File: config.mk
export PLATFORM = sky130hd
export DESIGN_NAME = gpr_file
export DESIGN_NICKNAME = d
export VERILOG_FILES = /design/src/rtl/gpr_pkg.sv /design/src/rtl/gpr_read_port.sv /design/src/rtl/gpr_str_step.sv /design/src/rtl/gpr_write_ctrl.sv /design/src/rtl/gpr_file.sv
export SDC_FILE = /design/constraint.sdc
export NUM_CORES = 1
export LEC_CHECK = 0
export ABC_AREA = 1
export CORE_MARGIN = 4
export CORE_UTILIZATION = 41
export CTS_CLUSTER_DIAMETER = 80
export DETAILED_ROUTE_END_ITERATION = 8
export PLACE_DENSITY = 0.67
export SLEW_MARGIN = 10
export SYNTH_ARGS = -nofsm -noshare
export SYNTH_HDL_FRONTEND = slang
export SYNTH_SLANG_ARGS = --single-unit
export TNS_END_PERCENT = 5
File: constraint.sdc
create_clock -name clk -period 2.3 [get_ports clk]
set_clock_uncertainty 0.1 [all_clocks]
set_input_delay 0.46 -clock clk [delete_from_list [all_inputs] [get_ports clk]]
set_output_delay 0.46 -clock clk [all_outputs]
set_load 0.03 [all_outputs]
File: src/rtl/gpr_pkg.sv
package gpr_pkg;

  localparam int unsigned GPR_W  = 16;
  localparam int unsigned BYTE_W = GPR_W / 2;
  localparam int unsigned CODE_W = 3;

  localparam int unsigned IDX_A   = 0;
  localparam int unsigned IDX_C   = 1;
  localparam int unsigned IDX_D   = 2;
  localparam int unsigned IDX_B   = 3;
  localparam int unsigned IDX_SP  = 4;
  localparam int unsigned IDX_BP  = 5;
  localparam int unsigned IDX_SRC = 6;
  localparam int unsigned IDX_DST = 7;

  typedef enum logic [CODE_W-1:0] {
    CODE_A   = 3'd0,
    CODE_C   = 3'd1,
    CODE_D   = 3'd2,
    CODE_B   = 3'd3,
    CODE_SP  = 3'd4,
    CODE_BP  = 3'd5,
    CODE_SRC = 3'd6,
    CODE_DST = 3'd7
  } gpr_code_e;

  // Step amount for string pointers: one for bytes, two for words.
  function automatic logic [GPR_W-1:0] step_amount(input logic is_word);
    return is_word ? GPR_W'(2) : GPR_W'(1);
  endfunction

  // New pointer value after one step; wraps modulo 2**GPR_W.
  function automatic logic [GPR_W-1:0] step_pointer(
    input logic [GPR_W-1:0] ptr,
    input logic             go_down,
    input logic             is_word
  );
    logic [GPR_W-1:0] amt;
    amt = step_amount(is_word);
    return go_down ? (ptr - amt) : (ptr + amt);
  endfunction

  // Extract the byte a byte-mode code names from a word, zero-extended.
  function automatic logic [GPR_W-1:0] byte_view(
    input logic [GPR_W-1:0] word,
    input logic             upper
  );
    return upper ? {{BYTE_W{1'b0}}, word[GPR_W-1:BYTE_W]}
                 : {{BYTE_W{1'b0}}, word[BYTE_W-1:0]};
  endfunction

endpackage

File: src/rtl/gpr_read_port.sv
module gpr_read_port
  import gpr_pkg::*;
#(
  parameter int unsigned DATA_W = GPR_W,
  parameter int unsigned SEL_W  = CODE_W,
  localparam int unsigned NREG  = 2 ** SEL_W,
  localparam int unsigned HALF  = DATA_W / 2
) (
  input  logic                         clk,
  input  logic                         rst_n,
  input  logic [NREG-1:0][DATA_W-1:0]  regs_q,
  input  logic [SEL_W-1:0]             sel,
  input  logic                         word,
  output logic [DATA_W-1:0]            data
);

  logic [SEL_W-2:0]   lane_reg;
  logic               lane_upper;
  logic [DATA_W-1:0]  lane_word;

  assign lane_reg   = sel[SEL_W-2:0];
  assign lane_upper = sel[SEL_W-1];
  assign lane_word  = regs_q[lane_reg];

  always_comb begin
    if (word) data = regs_q[sel];
    else      data = byte_view(lane_word, lane_upper);
  end

  // a byte read never carries anything in its upper half
  assert_byte_zero_ext_R3: assert property (@(posedge clk) disable iff (!rst_n)
    !word |-> (data[DATA_W-1:HALF] == '0));

  // a word read of a pointer code follows the named register
  assert_word_pick_R2: assert property (@(posedge clk) disable iff (!rst_n)
    (word && sel == SEL_W'(IDX_SRC)) |-> (data == regs_q[IDX_SRC]));

endmodule

File: src/rtl/gpr_str_step.sv
module gpr_str_step
  import gpr_pkg::*;
(
  input  logic [GPR_W-1:0] ptr_q,
  input  logic             go_down,
  input  logic             is_word,
  output logic [GPR_W-1:0] ptr_d
);

  assign ptr_d = step_pointer(ptr_q, go_down, is_word);

endmodule

File: src/rtl/gpr_write_ctrl.sv
module gpr_write_ctrl
  import gpr_pkg::*;
#(
  parameter int unsigned DATA_W = GPR_W,
  parameter int unsigned SEL_W  = CODE_W,
  localparam int unsigned NREG  = 2 ** SEL_W,
  localparam int unsigned NDATA = NREG / 2,
  localparam int unsigned HALF  = DATA_W / 2
) (
  input  logic [NREG-1:0][DATA_W-1:0]  cur_q,
  input  logic                         wr_en,
  input  logic [SEL_W-1:0]             wr_sel,
  input  logic                         wr_word,
  input  logic [DATA_W-1:0]            wr_data,
  input  logic                         dxw_en,
  input  logic [DATA_W-1:0]            dxw_data,
  input  logic [1:0]                   step_go,
  input  logic [1:0][DATA_W-1:0]       step_val,
  output logic [NREG-1:0][DATA_W-1:0]  nxt_q,
  output logic [NREG-1:0]              upd,
  output logic                         dx_collide,
  output logic [1:0]                   step_blocked
);

  logic [NREG-1:0] word_hit;
  logic [NREG-1:0] lo_hit;
  logic [NREG-1:0] hi_hit;

  for (genvar g = 0; g < NREG; g++) begin : g_hit
    assign word_hit[g] = wr_en && wr_word && (wr_sel == SEL_W'(g));
    if (g < NDATA) begin : g_data
      assign lo_hit[g] = wr_en && !wr_word && !wr_sel[SEL_W-1]
                         && (wr_sel[SEL_W-2:0] == (SEL_W-1)'(g));
      assign hi_hit[g] = wr_en && !wr_word &&  wr_sel[SEL_W-1]
                         && (wr_sel[SEL_W-2:0] == (SEL_W-1)'(g));
    end else begin : g_ptr
      assign lo_hit[g] = 1'b0;
      assign hi_hit[g] = 1'b0;
    end
  end

  assign dx_collide = dxw_en && (word_hit[IDX_D] || lo_hit[IDX_D] || hi_hit[IDX_D]);
  assign step_blocked[0] = step_go[0] && word_hit[IDX_SRC];
  assign step_blocked[1] = step_go[1] && word_hit[IDX_DST];

  // Priority, lowest first: pointer step, port write, upper-word write.
  always_comb begin
    nxt_q = cur_q;
    upd   = '0;
    for (int r = 0; r < int'(NREG); r++) begin
      if (r == int'(IDX_SRC) && step_go[0]) begin
        nxt_q[r] = step_val[0];
        upd[r]   = 1'b1;
      end
      if (r == int'(IDX_DST) && step_go[1]) begin
        nxt_q[r] = step_val[1];
        upd[r]   = 1'b1;
      end
      if (word_hit[r]) begin
        nxt_q[r] = wr_data;
        upd[r]   = 1'b1;
      end
      if (lo_hit[r]) begin
        nxt_q[r][HALF-1:0] = wr_data[HALF-1:0];
        upd[r]             = 1'b1;
      end
      if (hi_hit[r]) begin
        nxt_q[r][DATA_W-1:HALF] = wr_data[HALF-1:0];
        upd[r]                  = 1'b1;
      end
      if (r == int'(IDX_D) && dxw_en) begin
        nxt_q[r] = dxw_data;
        upd[r]   = 1'b1;
      end
    end
  end

endmodule

File: src/rtl/gpr_file.sv
module gpr_file
  import gpr_pkg::*;
#(
  parameter int unsigned DATA_W = GPR_W,
  parameter int unsigned SEL_W  = CODE_W,
  localparam int unsigned NREG  = 2 ** SEL_W,
  localparam int unsigned HALF  = DATA_W / 2
) (
  input  logic              clk,
  input  logic              rst_n,
  input  logic [SEL_W-1:0]  rda_sel,
  input  logic              rda_word,
  output logic [DATA_W-1:0] rda_data,
  input  logic [SEL_W-1:0]  rdb_sel,
  input  logic              rdb_word,
  output logic [DATA_W-1:0] rdb_data,
  input  logic              wr_en,
  input  logic [SEL_W-1:0]  wr_sel,
  input  logic              wr_word,
  input  logic [DATA_W-1:0] wr_data,
  input  logic              dxw_en,
  input  logic [DATA_W-1:0] dxw_data,
  input  logic              step_src_en,
  input  logic              step_dst_en,
  input  logic              step_dir,
  input  logic              step_word
);

  logic [NREG-1:0][DATA_W-1:0] regs_q;
  logic [NREG-1:0][DATA_W-1:0] regs_d;
  logic [NREG-1:0]             regs_upd;
  logic [1:0][DATA_W-1:0]      step_val;
  logic [1:0]                  step_go;
  logic                        dx_collide;
  logic [1:0]                  step_blocked;

  assign step_go = {step_dst_en, step_src_en};

  for (genvar p = 0; p < 2; p++) begin : g_step
    gpr_str_step u_step (
      .ptr_q   (regs_q[IDX_SRC + p]),
      .go_down (step_dir),
      .is_word (step_word),
      .ptr_d   (step_val[p])
    );
  end

  gpr_write_ctrl #(.DATA_W(DATA_W), .SEL_W(SEL_W)) u_wctl (
    .cur_q        (regs_q),
    .wr_en        (wr_en),
    .wr_sel       (wr_sel),
    .wr_word      (wr_word),
    .wr_data      (wr_data),
    .dxw_en       (dxw_en),
    .dxw_data     (dxw_data),
    .step_go      (step_go),
    .step_val     (step_val),
    .nxt_q        (regs_d),
    .upd          (regs_upd),
    .dx_collide   (dx_collide),
    .step_blocked (step_blocked)
  );

  always_ff @(posedge clk or negedge rst_n) begin
    if (!rst_n) begin
      regs_q <= '0;
    end else begin
      for (int r = 0; r < int'(NREG); r++) begin
        if (regs_upd[r]) regs_q[r] <= regs_d[r];
      end
    end
  end

  gpr_read_port #(.DATA_W(DATA_W), .SEL_W(SEL_W)) u_rda (
    .clk (clk), .rst_n (rst_n), .regs_q (regs_q),
    .sel (rda_sel), .word (rda_word), .data (rda_data)
  );

  gpr_read_port #(.DATA_W(DATA_W), .SEL_W(SEL_W)) u_rdb (
    .clk (clk), .rst_n (rst_n), .regs_q (regs_q),
    .sel (rdb_sel), .word (rdb_word), .data (rdb_data)
  );

  // register state is cleared for as long as reset is held
  assert_reset_clear_R1: assert property (@(posedge clk)
    !rst_n |-> (regs_q == '0));

  // the upper-word port always lands in D, collision or not
  assert_dxw_wins_R6: assert property (@(posedge clk) disable iff (!rst_n)
    dxw_en |=> (regs_q[IDX_D] == $past(dxw_data)));

  // a collision still leaves D equal to the upper-word data
  assert_dx_collide_R6: assert property (@(posedge clk) disable iff (!rst_n)
    dx_collide |=> (regs_q[IDX_D] != $past(wr_data) || $past(wr_data) == $past(dxw_data)
                    || !$past(wr_word)));

  // a byte write keeps the other byte of its register
  assert_byte_keep_lo_R4: assert property (@(posedge clk) disable iff (!rst_n)
    (wr_en && !wr_word && !dxw_en && !wr_sel[SEL_W-1])
    |=> (regs_q[$past(wr_sel[SEL_W-2:0])][DATA_W-1:HALF]
         == $past(regs_q[wr_sel[SEL_W-2:0]][DATA_W-1:HALF])));

  assert_byte_keep_hi_R4: assert property (@(posedge clk) disable iff (!rst_n)
    (wr_en && !wr_word && !dxw_en && wr_sel[SEL_W-1])
    |=> (regs_q[$past(wr_sel[SEL_W-2:0])][HALF-1:0]
         == $past(regs_q[wr_sel[SEL_W-2:0]][HALF-1:0])));

  // an unblocked source step moves the pointer by exactly one or two
  assert_src_step_R7: assert property (@(posedge clk) disable iff (!rst_n)
    (step_src_en && !step_blocked[0])
    |=> ($past(step_dir)
          ? (DATA_W'(regs_q[IDX_SRC] + ($past(step_word) ? 2 : 1)) == $past(regs_q[IDX_SRC]))
          : (regs_q[IDX_SRC] == DATA_W'($past(regs_q[IDX_SRC]) + ($past(step_word) ? 2 : 1)))));

  // a port write to a pointer overrides that pointer's step
  assert_wr_over_step_R8: assert property (@(posedge clk) disable iff (!rst_n)
    step_blocked[1] |=> (regs_q[IDX_DST] == $past(wr_data)));

  // stack and base pointers move only on a word write to their own code
  assert_sp_bp_guard_R9: assert property (@(posedge clk) disable iff (!rst_n)
    !(wr_en && wr_word && (wr_sel == SEL_W'(IDX_SP) || wr_sel == SEL_W'(IDX_BP)))
    |=> ($stable(regs_q[IDX_SP]) && $stable(regs_q[IDX_BP])));

endmodule

# [Word level (Yosys, flattened, before mapping)]
# Cells that the tools add are included.
[totals] register_bits=128 inputBits=52 output_inout_bits=32 elab_cells=127
[classes] add_sub_neg=4 n_lt_le_gt_ge=4 n_eq_ne=10 mux=51 n_reduce_logical=46
[ops] op="$mux 16" count=17
[ops] op="$bmux 16 s3" count=2
[ops] op="$mux 8" count=10
[ops] op="$bmux 16 s2" count=2
[ops] op="$add 16x16->16" count=2
[ops] op="$sub 16x16->16" count=2
[ops] op="$reduce_and 2->1" count=12
[ops] op="$logic_and 1x1->1" count=20
[ops] op="$mux 1" count=19
[ops] op="$reduce_bool 2->1" count=8
[ops] op="$eq 3x3->1 const B" count=4
[ops] op="$lt 2x4->1 const B" count=2
[ops] op="$lt 3x4->1 const B" count=2
[ops] op="$eq 3x2->1 const B" count=2
[ops] op="$reduce_bool 3->1" count=2
[ops] op="$eq 2x2->1 const B" count=2
[ops] op="$eq 3x1->1 const B" count=1
[ops] op="$logic_not 3->1" count=1
[ops] op="$eq 2x1->1 const B" count=1
[ops] op="$logic_not 1->1" count=2
[ops] op="$logic_not 2->1" count=1
[ops] op="$mux 2" count=1

# [Logic depth before layout (Yosys ltp)]
[logic_depth] depth_word=8 depth_mapped=15 ltp_nobuf=15

# [Cells and area by module]
# Synthesis repeated with hierarchy kept, for this count alone.
[hier_totals] hier_cells=2151 area_unflattened_um2=12385.6
[by_module_without_submodules] mod="gpr_file" n_inst=1 cells_per_inst=544 area_each_um2=5057.4 seq_area_each_um2=3203.1
[by_module_without_submodules] mod="gpr_read_port" n_inst=2 cells_per_inst=346 area_each_um2=1498.9 seq_area_each_um2=0.0
[by_module_without_submodules] mod="gpr_write_ctrl" n_inst=1 cells_per_inst=547 area_each_um2=2467.4 seq_area_each_um2=0.0
[by_module_without_submodules] mod="gpr_str_step at g_step[1].u_step" n_inst=1 cells_per_inst=183 area_each_um2=932.1 seq_area_each_um2=0.0
[by_module_without_submodules] mod="gpr_str_step at g_step[0].u_step" n_inst=1 cells_per_inst=185 area_each_um2=930.9 seq_area_each_um2=0.0

# [Least setup slack after synthesis]
# No wires, ideal clock.
[synth_timing] path_type="in2out" startpoint="input port rdb_sel[0]" endpoint="output port rdb_data[10]" arrival_time_ns=1.644 required_time_ns=1.740 setup_slack_ns=0.096 stages=6 path_buffers=2 path_cell_list="clkbuf_1 buf_2 a21oi_1 o21ai_0 nand2_1 a21oi_1"
[synth_between] elab_chain_cells=3
[synth_lines] element="start, declared" line="gpr_file.sv:14" source="input logic [SEL_W-1:0] rdb_sel,"
[synth_lines] element="$bmux 16 s3" line="gpr_read_port.sv:26" source="if (word) data = regs_q[sel];"
[synth_lines] element="$mux 16 (not written as such)" line="gpr_read_port.sv:26"
[synth_lines] element="$mux 16" line="gpr_read_port.sv:26"
[synth_lines] element="end, declared" line="gpr_file.sv:16" source="output logic [DATA_W-1:0] rdb_data,"
# Every way passes these cells. The select of a mux whose other input is x is not followed.

# [Worst setup path in the final report]
[layout_timing] startpoint="input port rdb_word" endpoint="output port rdb_data[5]"
[layout_between] elab_chain_cells=1
[layout_lines] element="start, declared" line="gpr_file.sv:15" source="input logic rdb_word,"
[layout_lines] element="$mux 16" line="gpr_read_port.sv:26"
# Every way passes these cells.

==> flow_summary.yaml <==
worst_hold_path:
  hp-class: "register to register"
  worstHoldPathCells: 2
  hold_start: "regs_q[18]"
  hold_end: "regs_q[18]"
yosys:
  synthCells: 1413
  syn_area_um2: 9610
  yosys_warnings: 0
  avgSynthCellArea_um2: 6.80
  ys_seq_area_frac: 0.333
  synth.distinct_cells: 43
  synth_seq_cells: 128
  synthesis.nets: 1495
worst_setup_path:
  r2r_start: "regs_q[117]"
  cp.arrival_ns: 1.75
  start_kind: "input pin"
  ff2ff_setup_slack_ns: 0.28
  cpMostUsedCell: "nand2_1"
  worstSetupEndpointType: "output pin"
  crit_chain: "clkdlybuf4s50_1 -> buf_12 -> clkinvlp_4 -> nand2_1 -> nand3_1 -> nand2_1 -> buf_4"
  max_stage_delay_ns: 0.50
  cp_max_fo: 8
  critPathSlowestCell: "clkdlybuf4s50_1"
  crit_required_ns: 1.74
  rr_worst_depth: 10
  path_class: "input pin to output pin"
  timing.rr.end: "regs_q[122]"
timing:
  fin_crit_sh: 1.01
  period_needed_ns: 2.31
  fin_hold_ws_ns: 0.384
  finalHoldViolations: 0
  fin_setup_tns_ns: -0.0164
  setup_viol_count_final: 2
  timing.fmax_mhz: 432
  worst_slack_ns: -0.0132
  tightestPinTransition_ns: 0.599
  slew_headroom: 0.601
  rsz0062_at_grt: "yes"
  slew_violations: 0
status:
  status: "complete, but fails checks"
  violations: "setup timing"
job:
  drv_cap: 0
layout:
  utilization: 0.559
  largest_register: "regs_q"
  final_common_cell: "nand2_1"
  nNetsFinal: 1680
  area_delta_synth_final_pct: 32.8
  largest_reg_flops: 128
  reg.largest.list: "regs_q x128"
  layout_common_cells: "nand2_1 (309), o21ai_0 (196), buf_4 (140), a21oi_1 (136), inv_1 (129)"
  diodes: 0
  layout-drive-gt1-share: 0.200
die:
  die_area_um2: 26000
  ios: 84
  initial_core_util: 0.421
  die_y_um: 161
  core_um2: 22800
  row_count: 55
  die_x_um: 161
drt:
  ant_nets: 0
  wirelength_mm: 35.7
  first_iter_violations: 1268
  firstDrtPassIters: 6
  vias: 10773
  viasPerCell: 5.60
  drc: 0
  avgRoutedWirePerCell_um: 18.5
cts:
  cts.sinks: 128
  cts_root_buf: "clkbuf_16"
  cts_buffer_depth: 2
  cts_tree: "yes"
  cts.htree.levels: 4
  clk_pin_slew_ns: 0.06
  cts_made_buffers: 17
  clk_latency_ns: 0.43
placement:
  post-place-ws_ns: -0.417
  routabilityCongestion: 0.933
  numPortBuffers: 83
  dp_hpwl_mm: 26.4
pwr:
  ir_worst_vdd_uv: 489
  finalPower_w: 0.0120
  leakagePower_nw: 6.10
  power_density_nw_per_um2: 941
global_routing:
  gr-usage-all-layers: 0.269
  grt_use_met3: 0.0457
  grt_util_met1: 0.374
  grt_first_pass_wirelength_mm: 55.3
  grt_max_degree: 51
  gr-total-overflow: 0
  grt_pass1_vias: 10100
  use_met2: 0.426
  grt.busiest_layer: "met2"
  antenna_found_initial: 0
-- Yosys cell counts (all sizes together) --
cell | number | area [µm²]
nor4 | 1 | 6.26
nand4 | 4 | 25.0
inv | 161 | 607
nand3b | 3 | 22.5
ha | 30 | 375
nand3 | 93 | 478
o21bai | 11 | 82.6
clkinv | 1 | 3.75
o22ai | 20 | 169
o311ai | 8 | 70.1
nor3 | 6 | 30.0
o211ai | 28 | 210
a31oi | 8 | 50.1
a21o | 10 | 75.1
nand2 | 330 | 1270
clkbuf | 46 | 173
or2 | 2 | 15.0
nor2 | 92 | 407
xor2 | 3 | 26.3
dfrtp | 128 | 3200
o221ai | 10 | 100
o21ai | 232 | 1190
o31ai | 1 | 21.3
xnor2 | 9 | 78.8
a21oi | 150 | 751
buf | 26 | 168
-- worst max path at each step --
stage / startpoint / endpoint / depth (start not counted)
finish: rdb_word / rdb_data[5] / 7
detailed placement: step_dir / regs_q[106] / 13
global route: rda_sel[1] / rda_data[11] / 9
CTS: regs_q[106] / rdb_data[10] / 7
floorplan: rdb_sel[0] / rdb_data[10] / 6
global placement: step_dir / regs_q[102] / 13
-- power breakdown --
part	total (W)	internal [W]	leakage [nW]	switching, W
clock network	0.00269	0.00159	0.276	0.00110
registers	0.00345	0.00285	1.56	0.000597
logic	0.00587	0.00261	4.26	0.00326
total	0.0120	0.00706	6.10	0.00495
-- repair_timing --
action                                  4_1_cts  5_1_grt
cloned                                        0        1
pin swaps                                     0        5
buffers inserted                              1        7
resized for setup                            10       48
hold buffers                                  1        0
endpoints found under the setup margin       16       46
endpoints found under the hold margin        36        0
-- cell families after synthesis --
kind of cell | synth area share
xor gates and xnor gates | 0.0109
adders and majority gates | 0.0391
DFF | 0.333
AOI/OAI and AO/OA | 0.283
buffers and inverters | 0.0989
and+or+nand+nor | 0.235
-- worst max-delay path, delay by kind of cell --
family	cells	cell delay, ns
buffers and inverters	4	0.94
and+or+nand+nor	3	0.34
-- per-layer routing --
metal / vias to the layer above / routed length [µm]
li1: 5159 / -
met4: 0 / 1050
met1: 5006 / 15300
met2: 544 / 16300
met5: - / 0
met3: 64 / 3060
-- stage by stage --
stage                     cells  cell area, µm²
after floorplan            1413            9610
after global placement     1882           11900
after detailed placement   1882           11900
after CTS                  1916           12600
after global routing       1924           12800
final                      1924           12800
-- cell type report --
class | instances | area, µm²
Multi-Input combinational cell | 1051 | 5560
Clock inverter | 14 | 143
Fill cell | 2163 | 10100
Inverter | 162 | 621
Timing Repair Buffer | 238 | 2420
Sequential cell | 128 | 3200
Tap cell | 313 | 392
Clock buffer | 18 | 429
No activity file was read; power rests on OpenSTA's default activity.
